File: src/rtl/sar_reader.sv
module sar_reader #(
  parameter int BITS      = 10,
  parameter bit SHORT8    = 1'b0,
  parameter int DIV       = 2,
  parameter int QUIET_CYC = 4,
  parameter int WAKE_CYC  = 80
) (
  input  logic            clk,
  input  logic            rst_n,
  input  logic            cmd_valid,
  input  logic [1:0]      cmd_op,
  input  logic            sdo,
  output logic            cs_n,
  output logic            sclk,
  output logic            busy,
  output logic            sample_valid,
  output logic [BITS-1:0] sample
);
  localparam int READ_CLKS = (BITS == 8 && SHORT8) ? 12 : 16;
  localparam int PD_CLKS   = 3;
  localparam int WAKE_CLKS = 11;
  localparam int LAST_BIT  = 3 + BITS;
  localparam int TMAX      = (DIV > QUIET_CYC) ? DIV : QUIET_CYC;
  localparam int TW        = $clog2(TMAX + 1);
  localparam int WW        = $clog2(WAKE_CYC + 1);

  localparam logic [1:0] OP_READ = 2'b00;
  localparam logic [1:0] OP_PD   = 2'b01;
  localparam logic [1:0] OP_WAKE = 2'b10;

  typedef enum logic [2:0] {S_IDLE, S_SETUP, S_LOW, S_HIGH, S_QUIET} st_t;

  st_t             st;
  logic [TW-1:0]   tmr;
  logic [4:0]      ecnt;
  logic [4:0]      frame_len;
  logic [1:0]      op_q;
  logic [BITS-1:0] sh;
  logic [WW-1:0]   wake_cnt;
  logic            discard;

  always_comb begin
    case (op_q)
      OP_PD:   frame_len = 5'(PD_CLKS);
      OP_WAKE: frame_len = 5'(WAKE_CLKS);
      default: frame_len = 5'(READ_CLKS);
    endcase
  end

  assign busy = (st != S_IDLE) || (wake_cnt != '0);

  always_ff @(posedge clk or negedge rst_n) begin
    if (!rst_n) begin
      st           <= S_IDLE;
      cs_n         <= 1'b1;
      sclk         <= 1'b1;
      tmr          <= '0;
      ecnt         <= '0;
      op_q         <= OP_READ;
      sh           <= '0;
      sample       <= '0;
      sample_valid <= 1'b0;
      wake_cnt     <= '0;
      discard      <= 1'b0;
    end else begin
      sample_valid <= 1'b0;
      if (wake_cnt != '0) wake_cnt <= wake_cnt - WW'(1);
      case (st)
        S_IDLE:
          if (cmd_valid && !busy && cmd_op != 2'b11) begin
            op_q <= cmd_op;
            cs_n <= 1'b0;
            tmr  <= TW'(DIV - 1);
            ecnt <= '0;
            st   <= S_SETUP;
            if (cmd_op == OP_WAKE) wake_cnt <= WW'(WAKE_CYC);
          end
        S_SETUP:
          if (tmr == '0) begin
            sclk <= 1'b0;
            tmr  <= TW'(DIV - 1);
            ecnt <= ecnt + 5'd1;
            st   <= S_LOW;
          end else tmr <= tmr - TW'(1);
        S_LOW:
          if (tmr == '0) begin
            sclk <= 1'b1;
            tmr  <= TW'(DIV - 1);
            st   <= S_HIGH;
            if (ecnt <= 5'(LAST_BIT)) sh <= {sh[BITS-2:0], sdo};
          end else tmr <= tmr - TW'(1);
        S_HIGH:
          if (tmr == '0) begin
            if (ecnt == frame_len) begin
              cs_n <= 1'b1;
              tmr  <= TW'(QUIET_CYC - 1);
              st   <= S_QUIET;
              if (op_q == OP_READ) begin
                if (discard) discard <= 1'b0;
                else begin
                  sample       <= sh;
                  sample_valid <= 1'b1;
                end
              end
              if (op_q == OP_WAKE) discard <= 1'b1;
            end else begin
              sclk <= 1'b0;
              tmr  <= TW'(DIV - 1);
              ecnt <= ecnt + 5'd1;
              st   <= S_LOW;
            end
          end else tmr <= tmr - TW'(1);
        S_QUIET:
          if (tmr == '0) st <= S_IDLE;
          else tmr <= tmr - TW'(1);
        default: st <= S_IDLE;
      endcase
    end
  end

  p_valid_at_cs_rise_r2: assert property (@(posedge clk) disable iff (!rst_n)
    sample_valid |-> $rose(cs_n));
  p_valid_single_r2: assert property (@(posedge clk) disable iff (!rst_n)
    sample_valid |=> !sample_valid);
  p_sclk_idle_r4: assert property (@(posedge clk) disable iff (!rst_n)
    cs_n |-> sclk);
  p_busy_in_quiet_r5: assert property (@(posedge clk) disable iff (!rst_n)
    $rose(cs_n) |-> busy);
  p_start_when_free_r6: assert property (@(posedge clk) disable iff (!rst_n)
    $fell(cs_n) |-> $past(!busy));

  generate
    if (DIV >= 2) begin : g_phase
      p_low_phase_r4: assert property (@(posedge clk) disable iff (!rst_n)
        $fell(sclk) |=> !sclk);
    end
  endgenerate
endmodule

File: config.mk
export PLATFORM = sky130hd
export DESIGN_NAME = sar_reader
export DESIGN_NICKNAME = d
export VERILOG_FILES = /design/src/rtl/sar_reader.sv
export SDC_FILE = /design/constraint.sdc
export NUM_CORES = 1
export LEC_CHECK = 0
export ABC_CLOCK_PERIOD_IN_PS = 2600
export CAP_MARGIN = 20
export CORE_ASPECT_RATIO = 2
export CORE_UTILIZATION = 42
export DETAILED_ROUTE_END_ITERATION = 8
export DONT_BUFFER_PORTS = 1
export HOLD_SLACK_MARGIN = 0.06
export PLACE_DENSITY = 0.6
export SYNTH_ARGS = -nofsm -noshare
export SYNTH_HDL_FRONTEND = slang
export SYNTH_SLANG_ARGS = --single-unit
File: constraint.sdc
create_clock -name clk -period 2.6 [get_ports clk]
set_clock_uncertainty 0.2 [all_clocks]
set_input_delay 0.26 -clock clk [delete_from_list [all_inputs] [get_ports clk]]
set_output_delay 0.26 -clock clk [all_outputs]
set_load 0.1 [all_outputs]
==> flow_summary.ini <==
[pwr]
total_power_mw = 2.54
p_per_area_mw_per_mm2 = 1000
power.net_switching_uw = 956
clkPwrFrac_pct = 20.0
p_comb_share_pct = 31.7
p_leak_nw = 1.14
switching_share_pct = 37.6
p_int_mw = 1.59
vdd_drop_max_mv = 0.536
p_seq_share_pct = 48.3

[routing]
drc = 0
final_antenna_net_count = 0
routed_via_density = 5.52
wl_um = 4280
drt_pass1_iterations = 4
drt_iter0_markers = 23
drt-wirelength-per-cell_um = 16.3
via_count = 1453

[timing]
whs_ns = 0.183
finalSetupViolCount = 0
max_freq_ghz = 0.385
maxSlewViolCount = 0
slew_headroom_pct = 38.5
finalHoldViolCount = 0
grt_setup_unrepaired = yes
fin_crit_ns = 2.60
worstMarginPinSlew_ns = 0.922
period_share_pct = 100

[setup_path]
crit_family = simple AND/OR/NAND/NOR gates
critPathKind = flop to flop
cp_cell_sequence = inv_2 > ha_4 > or4b_4 > a2111oi_4 > and3b_4 > buf_12 > mux2_4
worstPathArrival_ns = 2.58
critPathMaxFanout = 10
slowest_stage = or4b_4
slowest_delay_ns = 0.51
worstPathRequired_ns = 2.58
cp.depth = 7
startpoint_type = flop
rr_worst_depth = 7
worst-path-buf-inv = 2
cp-end-kind = flop

[synth]
yosysTopAreaCell = dfrtp_1
ys_async_sr_fraction_pct = 100
synth.top_cell.area_share_pct = 49.5
ys_seq_area_share_pct = 51.9
ys_ff_latch = 44
synth_edf_count = 0
synth_nets = 191
netlist_area_mm2 = 0.00212
yosysWarnings = 0
synth.avg_cell_area_um2 = 11.9
synth.area.top_cells = dfrtp_1 49%, mux2_4 6.4%, mux2_2 5.8%
synth_ff_type = dfrtp_1
synth_cell_types = 44
syn_inst = 178

[final_layout]
drive_gt1_share_pct = 27.7
fillers = 428
layout.cells.non_filler = 263
postLayoutCoreUtil_pct = 52.2
ff_latch_area_mm2 = 0.00110
multiInputGateArea_um2 = 996
fin_nets = 218
insertedDiodeCount = 0
syn_to_final_growth_pct = 19.5

[place]
port_buffers = 0
gp_congestion = 0.805
dp.cells = 243
dp.final_hpwl_um = 2980

[floorplanning]
dieArea_mm2 = 0.00536
row_count = 36
fp.dieH_um = 103
start_util_pct = 43.7
core_area_mm2 = 0.00486
ios = 20
dieWidth_um = 52.3

[status]
outcome = finished clean

[global_route]
first_global_vias = 1505
met3_usage_pct = 3.10
grt.busiest_layer = met2
antenna_found_initial = 0
grtUsageTotal_pct = 17.8
met1_usage_pct = 17.9
grt_first_pass_wirelength_um = 7020
use_met2_pct = 32.6
grt_max_degree = 45
grt-ovfl-total = 0

[run]
max_cap_viol_count = 0

[clocking]
insertion_delay_ns = 0.29
clk_pin_slew_worst_paths_ns = 0.08
htree_levels = 2
cts-root-buf = clkbuf_8
cts_tree = yes
cts.sinks = 44
clockBufferDepth = 2
cts_buffers = 5

[min_path]
hold_class = input port to flop
hold_depth = 2
## power by group through the flow
stage / sequential, mW / combinational, mW / clock (mW)
after floorplan: 1.20 / 0.568 / 0
after global placement: 1.23 / 0.731 / 0
after detailed placement: 1.25 / 0.766 / 0
after CTS: 1.23 / 0.806 / 0.530
after global routing: 1.26 / 0.917 / 0.567
final: 1.23 / 0.807 / 0.509
## cell usage in the layout, fill, tap and decap left out, types with 5 or more instances in the layout
cell and count:
dfrtp_1 42, buf_4 15, nor2_1 14, nand2_1 12, mux2_4 10, mux2_2 10
dlygate4sd3_1 7, inv_1 6, o21ai_0 6, ha_1 6, nand3_1 5, clkbuf_8 5
## registers in the layout, indices dropped and copies added, names as in the netlist, 2 cells and up
signal	cells
wake_cnt	7
st	3
op_q	2
sample	10
sh	10
ecnt	5
tmr	3
## metal layers
metal | part of all wire, % | wire length, µm
met1 | 38 | 1610
met3 | 2.4 | 102
met4 | 3.4 | 144
met2 | 57 | 2420
met5 | 0 | 0
## cells by family after synthesis
kind of cell / share of synthesized area [%]
simple gates: 15.7
mux: 13.1
fa+ha+maj: 4.12
flops: 51.9
xor+xnor: 3.30
compound gates: 8.89
buf+inv: 2.89
## layout make-up
cell class	count	area share, %
Sequential cell	44	43.5
Clock buffer	6	2.86
Tap cell	57	2.81
Multi-Input combinational cell	122	39.2
Clock inverter	2	1.38
Timing Repair Buffer	24	9.07
Inverter	8	1.18
## synthesized netlist by cell type (2+ instances only)
master	count
nand2_1	12
dfstp_2	2
nor3_1	4
nor4_1	2
mux2i_1	2
clkbuf_1	3
o21ai_0	6
xnor2_1	4
nor2b_1	2
inv_1	8
nor2_1	14
nand3_1	6
nor4bb_1	2
xor2_1	4
a21oi_1	3
mux2_4	9
dfrtp_1	42
nand2b_1	3
o21a_1	2
ha_1	7
nand4_1	3
or3_1	2
a211oi_1	3
mux2_2	11
o211ai_1	3
## repair_timing
item	4_1_cts	5_1_grt
pin swaps	1	2
setup endpoints to repair	10	11
cloned	0	0
hold buffers	8	0
resized for setup	0	5
endpoints found under the hold margin	50	0
buffers inserted	3	1
## stage by stage
stage / setup slack [ns] / setup TNS (ns) / area, µm²
global route: -0.0635 / -0.509 / 2540
detailed placement: -0.0554 / -0.146 / 2270
finish: 0.000433 / 0 / 2540
global placement: 0.0228 / 0 / 2270
floorplan: 0.0488 / 0 / 2140
CTS: 0.0114 / 0 / 2510
## path summary, 6_finish.rpt
kind,startpoint,end,slack [ns]
max in group asynchronous,rst_n,sclk,1.65
min in group asynchronous,rst_n,sh[6],0.29
setup reg to reg,op_q[1],sample[6],0.0004
hold / removal,cmd_op[1],wake_cnt[1],0.18
setup / recovery,op_q[1],sample[6],0.0004
hold reg to reg,wake_cnt[6],wake_cnt[6],0.31
## worst register-to-register path, cell delays in order, from the launching register on
cell and delay (ns):
dfrtp_1 0.39, inv_2 0.08, ha_4 0.20, or4b_4 0.51, a2111oi_4 0.39, and3b_4 0.26
buf_12 0.14, mux2_4 0.31
(Power assumes the default switching activity.)
